### config.mk
export PLATFORM = sky130hd
export DESIGN_NAME = pcm_serial_port
export DESIGN_NICKNAME = d
export VERILOG_FILES = /design/src/rtl/pcm_pkg.sv /design/src/rtl/pcm_sync.sv /design/src/rtl/pcm_standby_timer.sv /design/src/rtl/pcm_tx_lane.sv /design/src/rtl/pcm_rx_lane.sv /design/src/rtl/pcm_serial_port.sv
export SDC_FILE = /design/constraint.sdc
export NUM_CORES = 1
export LEC_CHECK = 0
export BUFFER_PORTS_ARGS = -buffer_cell sky130_fd_sc_hd__buf_4
export CAP_MARGIN = 25
export CORE_ASPECT_RATIO = 0.75
export CORE_MARGIN = 5
export CORE_UTILIZATION = 30
export CTS_CLUSTER_DIAMETER = 150
export DETAILED_ROUTE_END_ITERATION = 10
export HOLD_SLACK_MARGIN = 0.12
export PLACE_DENSITY = 0.54
export SYNTH_ARGS = -nofsm -noshare
export SYNTH_HDL_FRONTEND = slang
export SYNTH_SLANG_ARGS = --single-unit
### constraint.sdc
create_clock -name clk_i -period 2.67 [get_ports clk_i]
set_input_delay 0 -clock clk_i [delete_from_list [all_inputs] [get_ports clk_i]]
set_output_delay 0 -clock clk_i [all_outputs]
set_load 0.005 [all_outputs]
### src/rtl/pcm_pkg.sv
package pcm_pkg;
  typedef enum logic [1:0] {
    MCLK_2048K = 2'd0,
    MCLK_1544K = 2'd1,
    MCLK_1536K = 2'd2,
    MCLK_RSVD  = 2'd3
  } mclk_sel_e;
endpackage

### src/rtl/pcm_sync.sv
module pcm_sync #(
  parameter int W = 1
) (
  input  logic         clk_i,
  input  logic         rst_ni,
  input  logic [W-1:0] d_i,
  output logic [W-1:0] q_o
);
  logic [W-1:0] s1_q, s2_q;

  always_ff @(posedge clk_i or negedge rst_ni) begin
    if (!rst_ni) begin
      s1_q <= '0;
      s2_q <= '0;
    end else begin
      s1_q <= d_i;
      s2_q <= s1_q;
    end
  end

  assign q_o = s2_q;
endmodule

### src/rtl/pcm_standby_timer.sv
module pcm_standby_timer #(
  parameter int LIMIT_2048K = 614400,
  parameter int LIMIT_1544K = 463200,
  parameter int LIMIT_1536K = 460800
) (
  input  logic       clk_i,
  input  logic       rst_ni,
  input  logic       tick_i,
  input  logic       sync_i,
  input  logic [1:0] sel_i,
  input  logic       wake_i,
  output logic       standby_o
);
  import pcm_pkg::*;

  localparam int MAX_AB = (LIMIT_2048K > LIMIT_1544K) ? LIMIT_2048K : LIMIT_1544K;
  localparam int MAX_L  = (MAX_AB > LIMIT_1536K) ? MAX_AB : LIMIT_1536K;
  localparam int CNT_W  = $clog2(MAX_L + 1);

  logic [CNT_W-1:0] limit;
  logic [CNT_W-1:0] cnt_q;
  logic             standby_q;

  always_comb begin
    case (mclk_sel_e'(sel_i))
      MCLK_1544K: limit = CNT_W'(LIMIT_1544K);
      MCLK_1536K: limit = CNT_W'(LIMIT_1536K);
      default:    limit = CNT_W'(LIMIT_2048K);
    endcase
  end

  always_ff @(posedge clk_i or negedge rst_ni) begin
    if (!rst_ni) begin
      cnt_q     <= '0;
      standby_q <= 1'b0;
    end else begin
      if (sync_i) begin
        cnt_q <= '0;
      end else if (tick_i && !standby_q) begin
        if (cnt_q == limit - CNT_W'(1)) standby_q <= 1'b1;
        else cnt_q <= cnt_q + CNT_W'(1);
      end
      if (wake_i) begin
        standby_q <= 1'b0;
        cnt_q     <= '0;
      end
    end
  end

  assign standby_o = standby_q;


  standby_entry_chk: assert property (@(posedge clk_i) disable iff (!rst_ni)
    $rose(standby_q) |-> $past(!sync_i));


  standby_wake_chk: assert property (@(posedge clk_i) disable iff (!rst_ni)
    wake_i |=> !standby_q);
endmodule

### src/rtl/pcm_tx_lane.sv
module pcm_tx_lane #(
  parameter int WORD_W = 8
) (
  input  logic              clk_i,
  input  logic              rst_ni,
  input  logic              bit_rise_i,
  input  logic              sync_i,
  input  logic              fixed_i,
  input  logic [WORD_W-1:0] word_i,
  output logic              pcm_o,
  output logic              oe_o,
  output logic              sig_o,
  output logic              start_o
);
  localparam int CW = $clog2(WORD_W + 1);
  localparam logic [CW-1:0] LAST = CW'(WORD_W);

  logic [WORD_W-1:0] shift_q;
  logic [CW-1:0]     cnt_q;
  logic              active_q, dout_q, sig_q, sync_prev_q;
  logic              start;

  assign start = bit_rise_i && !active_q && sync_i && !sync_prev_q;

  always_ff @(posedge clk_i or negedge rst_ni) begin
    if (!rst_ni) begin
      shift_q     <= '0;
      cnt_q       <= '0;
      active_q    <= 1'b0;
      dout_q      <= 1'b0;
      sig_q       <= 1'b0;
      sync_prev_q <= 1'b0;
    end else if (bit_rise_i) begin
      sync_prev_q <= sync_i;
      if (start) begin
        active_q <= 1'b1;
        shift_q  <= word_i << 1;
        dout_q   <= word_i[WORD_W-1];
        cnt_q    <= CW'(1);
        sig_q    <= 1'b0;
      end else if (active_q) begin
        if (cnt_q == LAST) begin
          active_q <= 1'b0;
          dout_q   <= 1'b0;
        end else if (!fixed_i && !sync_i) begin
          active_q <= 1'b0;
          dout_q   <= 1'b0;
        end else begin
          dout_q  <= shift_q[WORD_W-1];
          shift_q <= shift_q << 1;
          cnt_q   <= cnt_q + CW'(1);
          if (fixed_i && cnt_q == CW'(1)) sig_q <= sync_i;
        end
      end
    end
  end

  assign pcm_o   = active_q & dout_q;
  assign oe_o    = active_q;
  assign sig_o   = sig_q;
  assign start_o = start;


  tx_cnt_range_chk: assert property (@(posedge clk_i) disable iff (!rst_ni)
    active_q |-> (cnt_q >= CW'(1) && cnt_q <= LAST));


  tx_msb_first_chk: assert property (@(posedge clk_i) disable iff (!rst_ni)
    $rose(oe_o) |-> pcm_o == $past(word_i[WORD_W-1]));


  tx_var_nosig_chk: assert property (@(posedge clk_i) disable iff (!rst_ni)
    (!fixed_i && $past(!fixed_i) && oe_o && $past(start)) |-> !sig_o);
endmodule

### src/rtl/pcm_rx_lane.sv
module pcm_rx_lane #(
  parameter int WORD_W = 8
) (
  input  logic              clk_i,
  input  logic              rst_ni,
  input  logic              bit_rise_i,
  input  logic              bit_fall_i,
  input  logic              sync_i,
  input  logic              fixed_i,
  input  logic              din_i,
  output logic [WORD_W-1:0] data_o,
  output logic              valid_o,
  output logic              sig_o,
  output logic              start_o
);
  localparam int CW = $clog2(WORD_W + 1);
  localparam logic [CW-1:0] LAST = CW'(WORD_W - 1);

  logic [WORD_W-2:0] shift_q;
  logic [WORD_W-1:0] data_q;
  logic [CW-1:0]     cnt_q;
  logic              active_q, first_q, sig_q, sig_out_q, valid_q, sync_prev_q;
  logic              start;

  assign start = bit_rise_i && !active_q && sync_i && !sync_prev_q;

  always_ff @(posedge clk_i or negedge rst_ni) begin
    if (!rst_ni) begin
      shift_q     <= '0;
      data_q      <= '0;
      cnt_q       <= '0;
      active_q    <= 1'b0;
      first_q     <= 1'b0;
      sig_q       <= 1'b0;
      sig_out_q   <= 1'b0;
      valid_q     <= 1'b0;
      sync_prev_q <= 1'b0;
    end else begin
      valid_q <= 1'b0;
      if (bit_rise_i) begin
        sync_prev_q <= sync_i;
        if (start) begin
          active_q <= 1'b1;
          first_q  <= 1'b1;
          cnt_q    <= '0;
          sig_q    <= 1'b0;
        end else if (active_q) begin
          if (!fixed_i && !sync_i) active_q <= 1'b0;
          if (first_q) begin
            first_q <= 1'b0;
            sig_q   <= fixed_i & sync_i;
          end
        end
      end else if (bit_fall_i && active_q) begin
        shift_q <= {shift_q[WORD_W-3:0], din_i};
        cnt_q   <= cnt_q + CW'(1);
        if (cnt_q == LAST) begin
          active_q  <= 1'b0;
          data_q    <= {shift_q, din_i};
          sig_out_q <= sig_q;
          valid_q   <= 1'b1;
        end
      end
    end
  end

  assign data_o  = data_q;
  assign valid_o = valid_q;
  assign sig_o   = sig_out_q;
  assign start_o = start;


  rx_strobe_once_chk: assert property (@(posedge clk_i) disable iff (!rst_ni)
    valid_q |=> !valid_q);


  rx_done_idle_chk: assert property (@(posedge clk_i) disable iff (!rst_ni)
    valid_q |-> !active_q);


  rx_var_nosig_chk: assert property (@(posedge clk_i) disable iff (!rst_ni)
    (valid_q && !fixed_i && $past(!fixed_i)) |-> !sig_out_q);
endmodule

### src/rtl/pcm_serial_port.sv
module pcm_serial_port #(
  parameter int WORD_W      = 8,
  parameter int LIMIT_2048K = 614400,
  parameter int LIMIT_1544K = 463200,
  parameter int LIMIT_1536K = 460800
) (
  input  logic              clk_i,
  input  logic              rst_ni,
  input  logic              mclk_i,
  input  logic              fixed_mode_i,
  input  logic [1:0]        clk_sel_i,
  input  logic              tx_dclk_i,
  input  logic              rx_dclk_i,
  input  logic              tx_sync_i,
  input  logic              rx_sync_i,
  input  logic [WORD_W-1:0] tx_word_i,
  input  logic              pcm_in_i,
  output logic              pcm_out_o,
  output logic              pcm_oe_o,
  output logic              tx_sig_o,
  output logic              tx_standby_o,
  output logic [WORD_W-1:0] rx_word_o,
  output logic              rx_valid_o,
  output logic              rx_sig_o,
  output logic              rx_standby_o
);
  // bit order: 0 mclk, 1 tx dclk, 2 rx dclk, 3 tx sync, 4 rx sync, 5 serial in
  localparam int NSYNC = 6;

  logic [NSYNC-1:0] raw, lvl;
  logic [2:0]       clk_prev_q, clk_rise, clk_fall;
  logic             tx_rise, rx_rise, rx_fall;
  logic             tx_start, rx_start;

  assign raw = {pcm_in_i, rx_sync_i, tx_sync_i, rx_dclk_i, tx_dclk_i, mclk_i};

  pcm_sync #(.W(NSYNC)) u_sync (
    .clk_i (clk_i),
    .rst_ni(rst_ni),
    .d_i   (raw),
    .q_o   (lvl)
  );

  always_ff @(posedge clk_i or negedge rst_ni) begin
    if (!rst_ni) clk_prev_q <= '0;
    else         clk_prev_q <= lvl[2:0];
  end

  assign clk_rise = lvl[2:0] & ~clk_prev_q;
  assign clk_fall = ~lvl[2:0] & clk_prev_q;

  assign tx_rise = fixed_mode_i ? clk_rise[0] : clk_rise[1];
  assign rx_rise = fixed_mode_i ? clk_rise[0] : clk_rise[2];
  assign rx_fall = fixed_mode_i ? clk_fall[0] : clk_fall[2];

  pcm_tx_lane #(.WORD_W(WORD_W)) u_tx (
    .clk_i     (clk_i),
    .rst_ni    (rst_ni),
    .bit_rise_i(tx_rise),
    .sync_i    (lvl[3]),
    .fixed_i   (fixed_mode_i),
    .word_i    (tx_word_i),
    .pcm_o     (pcm_out_o),
    .oe_o      (pcm_oe_o),
    .sig_o     (tx_sig_o),
    .start_o   (tx_start)
  );

  pcm_rx_lane #(.WORD_W(WORD_W)) u_rx (
    .clk_i     (clk_i),
    .rst_ni    (rst_ni),
    .bit_rise_i(rx_rise),
    .bit_fall_i(rx_fall),
    .sync_i    (lvl[4]),
    .fixed_i   (fixed_mode_i),
    .din_i     (lvl[5]),
    .data_o    (rx_word_o),
    .valid_o   (rx_valid_o),
    .sig_o     (rx_sig_o),
    .start_o   (rx_start)
  );

  pcm_standby_timer #(
    .LIMIT_2048K(LIMIT_2048K),
    .LIMIT_1544K(LIMIT_1544K),
    .LIMIT_1536K(LIMIT_1536K)
  ) u_tx_stby (
    .clk_i    (clk_i),
    .rst_ni   (rst_ni),
    .tick_i   (clk_rise[0]),
    .sync_i   (lvl[3]),
    .sel_i    (clk_sel_i),
    .wake_i   (tx_start),
    .standby_o(tx_standby_o)
  );

  pcm_standby_timer #(
    .LIMIT_2048K(LIMIT_2048K),
    .LIMIT_1544K(LIMIT_1544K),
    .LIMIT_1536K(LIMIT_1536K)
  ) u_rx_stby (
    .clk_i    (clk_i),
    .rst_ni   (rst_ni),
    .tick_i   (clk_rise[0]),
    .sync_i   (lvl[4]),
    .sel_i    (clk_sel_i),
    .wake_i   (rx_start),
    .standby_o(rx_standby_o)
  );


  oe_quiet_out_chk: assert property (@(posedge clk_i) disable iff (!rst_ni)
    !pcm_oe_o |-> !pcm_out_o);
endmodule

Yosys cells after proc, flatten, opt, wreduce, memory -nomap -nowiden:

Cells that the tools add are included.

* eq/ne operators: 14
* reductions and logical operators: 46
* multiplexer cells: 58
* bitwise operators: 7
* add/subtract/negate cells: 5

Operators with widths (number)
* 2-to-1 mux 20 bit: 8
* adder 20 x 1 -> 20 bit, second input constant: 2
* equality test 20 bit: 2
* one-hot mux 20 bit (2 select lines): 1
* 2-to-1 mux 1 bit: 38
* 2-to-1 mux 8 bit: 4
* 2-to-1 mux 4 bit: 7
* nonzero test 2 bit: 10
* subtractor 20 x 1 -> 20 bit, second input constant: 1
* AND reduction 2 bit: 7
* logical AND 1 bit: 12
* AND reduction 3 bit: 4
* != test 2 bit, second input constant: 5
* logical NOT 1 bit: 9
* adder 4 x 1 -> 4 bit, second input constant: 2
* bitwise AND 3 bit: 2
* != test 3 bit, second input constant: 2
* NOT 3 bit: 2
* nonzero test 3 bit: 2
* AND reduction 5 bit: 1
* equality test 4 x 1 -> 1 bit, second input constant: 1
* equality test 4 x 3 -> 1 bit, second input constant: 1
* equality test 4 bit, second input constant: 1
* AND reduction 4 bit: 1
* 4 further kinds: 5

* word-level logic and storage cells: 152
* bits in registers: 98

Logic depth before layout (Yosys ltp):

Gate-level depths: netlist (run 1).

* depth in word-level cells: 8
* mapped depth: 9
* gate-level depth less buffers: 7

Modules after synthesis:

From an unflattened synthesis (run 1), not the netlist that was laid out.

* cell total of the unflattened synthesis: 472
* area, all modules: 5006.1 sq um

By module, submodules not included
* pcm_standby_timer (u_rx_stby): times used 1, cells each 147, area each 1395.1 sq um, sequential area each 525.5 sq um
* pcm_standby_timer (u_tx_stby): times used 1, cells each 141, area each 1348.8 sq um, sequential area each 525.5 sq um
* pcm_rx_lane: times used 1, cells each 75, area each 1041.0 sq um, sequential area each 625.6 sq um
* pcm_tx_lane: times used 1, cells each 85, area each 789.5 sq um, sequential area each 375.4 sq um
* pcm_sync: times used 1, cells each 12, area each 300.3 sq um, sequential area each 300.3 sq um
* pcm_serial_port: times used 1, cells each 12, area each 131.4 sq um, sequential area each 75.1 sq um

Worst setup path after synthesis (run 1):

Ideal clock, no wire load.

* path type: register -> register
* start point: reg u_tx_stby.cnt_q[0]
* end point: reg u_tx_stby.cnt_q[9]
* slack: 0.738 ns
* data required time: 2.603 ns
* clock period less this slack: 1.932 ns
* setup time: 0.067 ns
* data arrival time: 1.865 ns
* buffers on the path: 1
* stages on the path, launching flop included: 8
* path through: dfrtp_1 > ha_1 > and4_2 > nand3_1 > a2111oi_4 > clkbuf_2 > or4_2 > nand2_1

* longest elaborated chain between the ends: 5

Ends and longest elaborated chain
* from (decl): RTL line pcm_standby_timer.sv:21 `logic [CNT_W-1:0] cnt_q;`
* from (signal assigned): RTL line pcm_standby_timer.sv:41 `else cnt_q <= cnt_q + CNT_W'(1);`
* adder 20 x 1 -> 20 bit: RTL line pcm_standby_timer.sv:41
* 2-to-1 mux 20 bit: RTL line pcm_standby_timer.sv:40 `if (cnt_q == limit - CNT_W'(1)) standby_q <= 1'b1;`
* 2-to-1 mux 20 bit: RTL line pcm_standby_timer.sv:39 `end else if (tick_i && !standby_q) begin`
* 2-to-1 mux 20 bit: RTL line pcm_standby_timer.sv:37 `if (sync_i) begin`
* 2-to-1 mux 20 bit: RTL line pcm_standby_timer.sv:43 `if (wake_i) begin`

Several ways; a longest one is shown, not always the timed one. The select of a mux whose other input is x is not followed.
A chain may end at the register's enable or synchronous reset.

Worst setup path in the final report (run 1):

* start point: reg u_tx_stby.cnt_q[0]
* end point: reg u_tx_stby.cnt_q[13]

Same word-level chain as after synthesis.

==> impl_metrics.tcl, run 1 <==
set metrics [dict create \
    synth_nets 486 \
    fin_setup_tns_ps 0 \
    overflow 0 \
    post-route-cell-area_mm2 0.005843 \
    cts_tree "done" \
    synth_top_area_share_pct 49.74 \
    hp-class "in2reg" \
    routed-via-count 3657 \
    yosysMostFrequentCell "dfrtp_1" \
    die_area_mm2 0.01894 \
    p_leak_nw 2.529 \
    initial_utilization_pct 30.47 \
    synth_ff_type "dfrtp_1" \
    clk_pin_slew_ps 80 \
    cts_buffers 9 \
    nets 543 \
    clkPwrFrac_pct 34.2 \
    grt_pass1_vias 3700 \
    yosysWarnings 0 \
    wl_mm 10.40 \
    final_util_pct 36.48 \
    dieWidth_um 157.3 \
    antenna_found_initial 0 \
    arrival_ps 2470 \
    routed_via_density 5.010 \
    critPathBufInv 1 \
    io_pins 34 \
    fmax_ghz 0.4568 \
    skew_ps 9.191 \
    power.total_mw 3.833 \
    grt_pass1_wl_mm 18.46 \
    r2r_cells 7 \
    drt_pass1_iterations 4 \
    clk_latency_ps 350 \
    track_usage_pct 11.91 \
    routabilityCongestion 0.8723 \
    synth-edff-count 0 \
    worst_slew_pin_slew_ps 906.9 \
    ys_ff_latch 97 \
    dpl.hpwl_mm 7.127 \
    max-cap-violations 0 \
    net-switching-power_mw 1.092 \
    place_area_mm2 0.005379 \
    synthArstFlopShare_pct 100.0 \
    drv_slew 0 \
    r2r-start "u_tx_stby.cnt_q[0]" \
    endpoint_kind "register" \
    yosys-top-cells-area "dfrtp_1 (50%), mux2_2 (3.9%), nand2_1 (3.5%), o21ai_0 (2.4%), ha_1 (2.3%)" \
    ir_drop_v 0.0003309 \
    setup_slack_ps 480.9 \
    netlist_area_mm2 0.004880 \
    crit_chain "ha_1 > and4_2 > nand3_1 > a2111oi_4 > buf_4 > or4_2 > a21oi_1" \
    path_max_fanout 13 \
    r2r_end "u_tx_stby.cnt_q[13]" \
    netlist_instances 458 \
    pwr-share-comb_pct 16.3 \
    ys_seq_area_share_pct 49.74 \
    die_h_um 120.5 \
    internal-power_mw 2.740 \
    rows 40 \
    r2r_slack_ps 480 \
    layoutNonFillerInstCount 730 \
    hold-path-cell-count 2 \
    slowest_stage "or4_2" \
    required_ps 2950 \
    area_delta_synth_final_pct 19.74 \
    seq_power_share_pct 49.5 \
    clockBufferDepth 2 \
    wl_per_cell_um 14.25 \
    post-route-period-util_pct 81.99 \
    drc 0 \
    yosys.cell_types.count 69 \
    min_from "pcm_in_i" \
    slew_headroom_pct 39.54 \
    n_antenna_cell 0 \
    holdWs_ps 293.3 \
    place.port_buffers 33 \
    cts_sinks 97 \
    cts-root-buf "clkbuf_16" \
    ys_top_cells_by_count "dfrtp_1 (97), nand2_1 (46), nor2_1 (25), o21ai_0 (23), a21oi_1 (19)" \
    rsz0062_at_grt "false" \
    h-tree-depth 3 \
    start_kind "register" \
    timing_hold_violations_final 0 \
    critical_path_class "reg2reg" \
    syn_avg_cell_area_um2 10.65 \
    numPlacedInstances 698 \
    yosys.area.top_type "dfrtp_1" \
    pre_cts_ws_ps 447.6 \
    period_minus_slack_ps 2189 \
    cp_top_family "simple AND/OR/NAND/NOR gates" \
    switching_share_pct 28.50 \
    power.density_mw_per_mm2 655.9 \
    setup_violations 0 \
    core_mm2 0.01602 \
    holdPathEnd "u_sync.s1_q[5]" \
    drtIter0Drc 225 \
    grt_max_degree 69 \
    status "complete, no violations" \
    cpPeakStageDelay_ps 640 \
    antenna_left 0 \
    drive_above_1_share_pct 22.69 \
]
-- layout make-up --
cell class,count,area (um2)
clock inverter,6,65.06
inverter,16,60.06
multi-input combinational,329,2271
clock buffer,10,239.0
timing repair buffer,62,518.0
sequential,97,2427
fill,1595,10170
tap,210,262.8
-- worst max path at each step --
| stage | from | endpoint | slack (ps) | depth (start not counted) |
|---|---|---|---|---|
| floorplan | u_tx_stby.cnt_q[0] | u_tx_stby.cnt_q[9] | 740 | 7 |
| global placement | clk_sel_i[0] | u_tx_stby.cnt_q[13] | 510 | 9 |
| detailed placement | clk_sel_i[0] | u_rx_stby.cnt_q[10] | 450 | 8 |
| CTS | u_tx_stby.cnt_q[0] | u_tx_stby.cnt_q[13] | 480 | 7 |
| global route | u_rx_stby.cnt_q[0] | u_rx_stby.cnt_q[10] | 350 | 6 |
| finish | u_tx_stby.cnt_q[0] | u_tx_stby.cnt_q[13] | 480 | 7 |
-- timing repair --
item | in CTS | in global routing
hold buffers | 16 | 0
setup buffers | 0 | 0
hold endpoints to repair | 82 | 0
resized for setup | 0 | 0
-- logic make-up (layout without fill, tap and decap cells) --
logic type	after synthesis	in the layout	share of synthesized area, %
and+or+nand+nor	189	189	22.64
buffers and inverters	32	94	3.718
AOI/OAI and AO/OA	90	90	13.15
adders and majority gates	9	9	2.308
muxes	25	25	5.564
xor gates and xnor gates	16	16	2.872
DFF	97	97	49.74
-- layer usage --
layer | vias up | track usage [%] | wire, um
met5 | - | 0 | 0
met4 | 0 | 2.794 | 90
met3 | 9 | 3.256 | 479
met2 | 61 | 17.72 | 4612
met1 | 1786 | 17.25 | 5219
li1 | 1801 | - | -
-- power by group through the flow --
stage | clock (mW) | combinational [mW] | sequential, mW
3_5_place_dp | 0 | 0.619 | 1.93
4_1_cts | 1.37 | 0.642 | 1.90
6_report | 1.31 | 0.625 | 1.90
2_1_floorplan | 0 | 0.384 | 1.88
3_3_place_gp | 0 | 0.598 | 1.92
5_1_grt | 1.41 | 0.728 | 1.94
-- registers in the layout, indices dropped and copies added, names as in the netlist, 3 cells and up --
| register | count |
|---|---|
| u_tx_stby.cnt_q | 20 |
| u_sync.s1_q | 6 |
| u_rx.data_o | 8 |
| u_rx.shift_q | 7 |
| u_rx.cnt_q | 4 |
| u_tx.cnt_q | 4 |
| u_sync.q_o | 6 |
| u_rx_stby.cnt_q | 20 |
| clk_prev_q | 3 |
| u_tx.shift_q | 7 |
-- layout by cell type (no fill, tap or decap), types with 4 or more instances in the layout --
cell type	netlist	final
a21oi_1	19	19
a21oi_2	7	7
and2_1	5	5
and3_1	4	4
and4_1	4	4
buf_4	0	45
clkbuf_16	0	9
dfrtp_1	97	97
dlygate4sd3_1	0	16
ha_1	9	9
inv_1	14	14
mux2_2	17	17
mux2i_1	8	8
nand2_1	46	46
nand3_1	14	14
nand4_1	16	16
nor2_1	25	25
nor3_1	6	6
nor3b_1	4	4
nor4_1	6	6
o21ai_0	23	23
o21ai_2	7	7
o31ai_1	10	10
or3_1	12	12
or4_1	11	11
or4_2	4	4
xnor2_1	6	6
xor2_1	10	10
Note: power is estimated with default switching activity, not from simulation.
==> run 2, diff against run 1 <==
PLACE_DENSITY = 0.56   (was 0.54)
clock period = 1.9 ns   (was 2.67 ns; I/O delays follow)
==> impl_metrics.tcl, run 2 (synthesized netlist as in run 1, its figures left out) <==
set metrics [dict create \
    dieWidth_um 157.3 \
    place_area_mm2 0.005889 \
    grt_use_met1_pct 17.61 \
    nets 619 \
    post-route-period-util_pct 104.2 \
    area_delta_synth_final_pct 36.21 \
    routabilityCongestion 0.8745 \
    final_common_cell "buf_4" \
    initial_utilization_pct 30.47 \
    status "finished, violations left" \
    endpoint_kind "register" \
    path_max_fanout 2 \
    pre_cts_ws_ps -204.5 \
    drive_above_1_share_pct 36.81 \
    max-cap-violations 0 \
    numPlacedInstances 762 \
    grt_use_met2_pct 20.25 \
    setup_violations 11 \
    critical_path_class "reg2reg" \
    cts-root-buf "clkbuf_16" \
    die_h_um 120.5 \
    h-tree-depth 3 \
    antenna_found_initial 0 \
    final_util_pct 41.50 \
    rows 40 \
    grt_max_degree 44 \
    io_pins 34 \
    post-route-cell-area_mm2 0.006646 \
    track_usage_pct 12.71 \
    arrival_ps 2250 \
    use_met3_pct 2.755 \
    worst_slew_pin_slew_ps 524.0 \
    rsz0062_at_grt "true" \
    antenna_left 0 \
    final_cell_mix "buf_4 (112), dfrtp_1 (97), nand2_1 (45), nor2_1 (23), o21ai_0 (22)" \
    timing_hold_violations_final 0 \
    grt_pass1_vias 4018 \
    dpl.hpwl_mm 8.216 \
    period_minus_slack_ps 1980 \
    drtIter0Drc 240 \
    nFillCells 1589 \
    required_ps 2170 \
    routed_via_density 4.930 \
    overflow 0 \
    place.port_buffers 33 \
    wl_mm 11.63 \
    drt_pass1_iterations 4 \
    drv_slew 0 \
    routed-via-count 3969 \
    clockBufferDepth 2 \
    ir_drop_v 0.0004775 \
    slew_headroom_pct 65.07 \
    n_antenna_cell 0 \
    gr-max-usage-layer "met2" \
    clk_latency_ps 340 \
    violations "negative setup slack" \
    cts_tree "done" \
    fmax_ghz 0.5051 \
    die_area_mm2 0.01894 \
    start_kind "register" \
    layoutNonFillerInstCount 805 \
    power.density_mw_per_mm2 822.9 \
    core_mm2 0.01602 \
    drc 0 \
    grt_pass1_wl_mm 19.58 \
    wl_per_cell_um 14.45 \
    p_leak_nw 2.978 \
    clk_pin_slew_ps 70 \
    power.total_mw 5.469 \
    skew_ps 5.344 \
    cts_sinks 97 \
    cts_buffers 9 \
    hp-class "in2async" \
    setup_slack_ps -79.69 \
]
## run 2: changes by cell type in the layout (fill, tap and decap cells not counted), moves of 4 or more
cell / delta
and4_4: +4
or3_4: +4
buf_6: +7
or3_1: -4
buf_4: +67
## run 2: worst paths after layout
| check | start | end | slack, ps | cells past startpoint |
|---|---|---|---|---|
| min in group clk_i | tx_dclk_i | u_sync.s1_q[1] | 300 | 2 |
| setup / recovery | u_tx_stby.cnt_q[1] | u_tx_stby.cnt_q[12] | -80 | 7 |
| setup reg to reg | u_tx_stby.cnt_q[1] | u_tx_stby.cnt_q[12] | -80 | 7 |
| hold / removal | rst_ni | u_sync.q_o[3] | 210 | 2 |
| hold reg to reg | u_sync.s1_q[2] | u_sync.q_o[2] | 350 | 0 |
| max in group asynchronous | rst_ni | u_rx_stby.cnt_q[5] | 1080 | 3 |
## run 2: cell type report
cell class              count  area, um2  share of cell area [%]
clock buffers               9      225.2                   3.389
clock inverters             6      72.57                   1.092
inverters                  16      60.06                  0.9036
multi-input cells         329       2459                   36.99
flip-flops and latches     97       2427                   36.52
well taps                 210      262.8                   3.953
repair buffers            138       1140                   17.15
## run 2: timing repair
item / 4_1_cts / 5_1_grt
gates cloned: 0 / 0
hold buffers: 16 / 0
endpoints found under the hold margin: 112 / 0
setup endpoints to repair: 28 / 32
gates resized for setup: 18 / 25
pin swaps: 11 / 20
buffers inserted: 2 / 11
## run 2: routing by layer
| layer | vias to the layer above | wire [um] |
|---|---|---|
| li1 | 1946 | - |
| met1 | 1942 | 5595 |
| met2 | 68 | 5433 |
| met3 | 13 | 449 |
| met4 | 0 | 154 |
| met5 | - | 0 |
## run 2: critical path, cell delays in order (launching register included)
cell and delay (ps):
dfrtp_1 370, ha_2 190, and4_4 240, buf_4 110, and2_4 140, nand4_1 120, or4_2 580, a21oi_2 150
## run 2: through the flow
| stage | TNS, ps | hold WS (ps) |
|---|---|---|
| after floorplan | 0 | -295.6 |
| after global placement | -1207 | 17.66 |
| after detailed placement | -2552 | 24.17 |
| after CTS | -344.3 | 249.2 |
| after global routing | -2239 | 288.8 |
| final | -372.0 | 206.9 |
## run 2: where the power goes
part | total (mW) | switching (mW) | internal, mW
sequential | 2.66 | 0.253 | 2.41
combinational | 0.948 | 0.431 | 0.518
clock | 1.86 | 0.829 | 1.03
==> run 3, diff against run 2 <==
RECOVER_POWER = 100   (was unset)
==> impl_metrics.tcl, run 3 (synthesized netlist as in run 1, its figures left out) <==
set metrics [dict create \
    cts-root-buf "clkbuf_16" \
    arrival_ps 2250 \
    p_leak_nw 2.937 \
    place.port_buffers 33 \
    seq_power_share_pct 49.0 \
    net-switching-power_mw 1.500 \
    dpl.hpwl_mm 8.216 \
    final_common_cell "dfrtp_1" \
    crit_chain "ha_2 > and4_4 > buf_4 > and2_4 > nand4_1 > or4_2 > a21oi_2" \
    antenna_found_initial 0 \
    ir_drop_v 0.0004746 \
    period_minus_slack_ps 1975 \
    rsz0062_at_grt "true" \
    post-route-cell-area_mm2 0.006571 \
    slowest_stage "or4_2" \
    grt_pass1_wl_mm 19.58 \
    drtIter0Drc 221 \
    critical_path_class "reg2reg" \
    internal-power_mw 3.928 \
    initial_utilization_pct 30.47 \
    holdPathEnd "u_sync.s1_q[1]" \
    fin_setup_tns_ps -421.2 \
    power.density_mw_per_mm2 826.0 \
    r2r-start "u_tx_stby.cnt_q[1]" \
    power.total_mw 5.428 \
    area_delta_synth_final_pct 34.67 \
    timing_hold_violations_final 0 \
    rows 40 \
    final_util_pct 41.03 \
    final_cell_mix "dfrtp_1 (97), buf_4 (82), nand2_1 (45), nor2_1 (24), o21ai_0 (23)" \
    wl_per_cell_um 14.50 \
    hold-path-cell-count 2 \
    grt_max_degree 44 \
    endpoint_kind "register" \
    routabilityCongestion 0.8745 \
    nets 619 \
    post-route-period-util_pct 104.0 \
    pwr-share-comb_pct 16.9 \
    switching_share_pct 27.63 \
    r2r_end "u_tx_stby.cnt_q[12]" \
    min_from "tx_dclk_i" \
    slew_headroom_pct 33.51 \
    path_max_fanout 2 \
    dieWidth_um 157.3 \
    r2r_cells 7 \
    cts_sinks 97 \
    drt_pass1_iterations 4 \
    setup_violations 12 \
    routed-via-count 4005 \
    wl_mm 11.67 \
    status "finished, violations left" \
    required_ps 2170 \
    skew_ps 6.189 \
    critPathBufInv 1 \
    numPlacedInstances 762 \
    cpPeakStageDelay_ps 580 \
    layoutNonFillerInstCount 805 \
    fmax_ghz 0.5062 \
    drc 0 \
    cts_buffers 9 \
    h-tree-depth 3 \
    violations "negative setup slack" \
    clk_latency_ps 340 \
    clockBufferDepth 2 \
    antenna_left 0 \
    clk_pin_slew_ps 70 \
    max-cap-violations 0 \
    n_antenna_cell 0 \
    routed_via_density 4.975 \
    hp-class "in2reg" \
    grt_pass1_vias 4018 \
    drv_slew 0 \
    worst_slew_pin_slew_ps 997.4 \
    cp_top_family "simple AND/OR/NAND/NOR gates" \
    die_h_um 120.5 \
    track_usage_pct 12.71 \
    die_area_mm2 0.01894 \
    clkPwrFrac_pct 34.1 \
    start_kind "register" \
    drive_above_1_share_pct 35.29 \
    place_area_mm2 0.005889 \
    r2r_slack_ps -80 \
    setup_slack_ps -75.48 \
    io_pins 34 \
    overflow 0 \
    core_mm2 0.01602 \
    cts_tree "done" \
]
## run 3: timing repair
item	CTS	global route
setup endpoints to repair	28	32
hold endpoints to repair	112	0
gates cloned	0	0
hold buffers	16	0
setup buffers	2	11
resized for setup	18	25
pin swaps	11	20
## run 3: final cells by class
cell class | count | area [um2]
repair buffers | 138 | 1080
multi-input cells | 329 | 2444
well taps | 210 | 262.8
clock buffers | 9 | 225.2
inverters | 16 | 60.06
clock inverters | 6 | 72.57
flip-flops and latches | 97 | 2427
fillers | 1606 | 9444
## run 3: worst max path at each step
stage | slack, ps | endpoint | depth (start not counted) | startpoint
after floorplan | 8 | u_tx_stby.cnt_q[9] | 7 | u_tx_stby.cnt_q[0]
after global placement | -130 | u_rx_stby.cnt_q[10] | 8 | clk_sel_i[0]
after detailed placement | -200 | u_rx_stby.cnt_q[0] | 9 | clk_sel_i[0]
after CTS | -80 | u_tx_stby.cnt_q[12] | 7 | u_tx_stby.cnt_q[1]
after global routing | -170 | u_tx_stby.cnt_q[2] | 7 | u_tx_stby.cnt_q[7]
final | -80 | u_tx_stby.cnt_q[12] | 7 | u_tx_stby.cnt_q[1]
## run 3: worst register-to-register path: stages (launching register included)
cell and delay (ps):
dfrtp_1 370, ha_2 190, and4_4 240, buf_4 110, and2_4 140, nand4_1 120, or4_2 580, a21oi_2 150
## run 3: power by group through the flow
stage / registers, mW / logic, mW / clock network [mW]
final: 2.66 / 0.918 / 1.85
after global routing: 2.71 / 1.05 / 2.00
after CTS: 2.67 / 0.955 / 1.92
after detailed placement: 2.70 / 0.920 / 0
after global placement: 2.69 / 0.884 / 0
after floorplan: 2.64 / 0.540 / 0
## run 3: per-layer routing
metal  share of wire, %  GRT usage (%)  up-vias  routed length, um
met5                  0              0        -                  0
met3                4.4          2.755        9                514
met4                1.1          3.278        0                123
met1                 48          17.61     1967               5547
li1                   -              -     1954                  -
met2                 47          20.25       75               5487
## run 3: through the flow
| step | hold slack, ps | setup slack [ps] |
|---|---|---|
| detailed placement | 24.17 | -204.5 |
| global route | 309.8 | -167.8 |
| finish | 321.4 | -75.48 |
| floorplan | -295.6 | 8.010 |
| global placement | 17.66 | -128.0 |
| CTS | 249.2 | -78.10 |
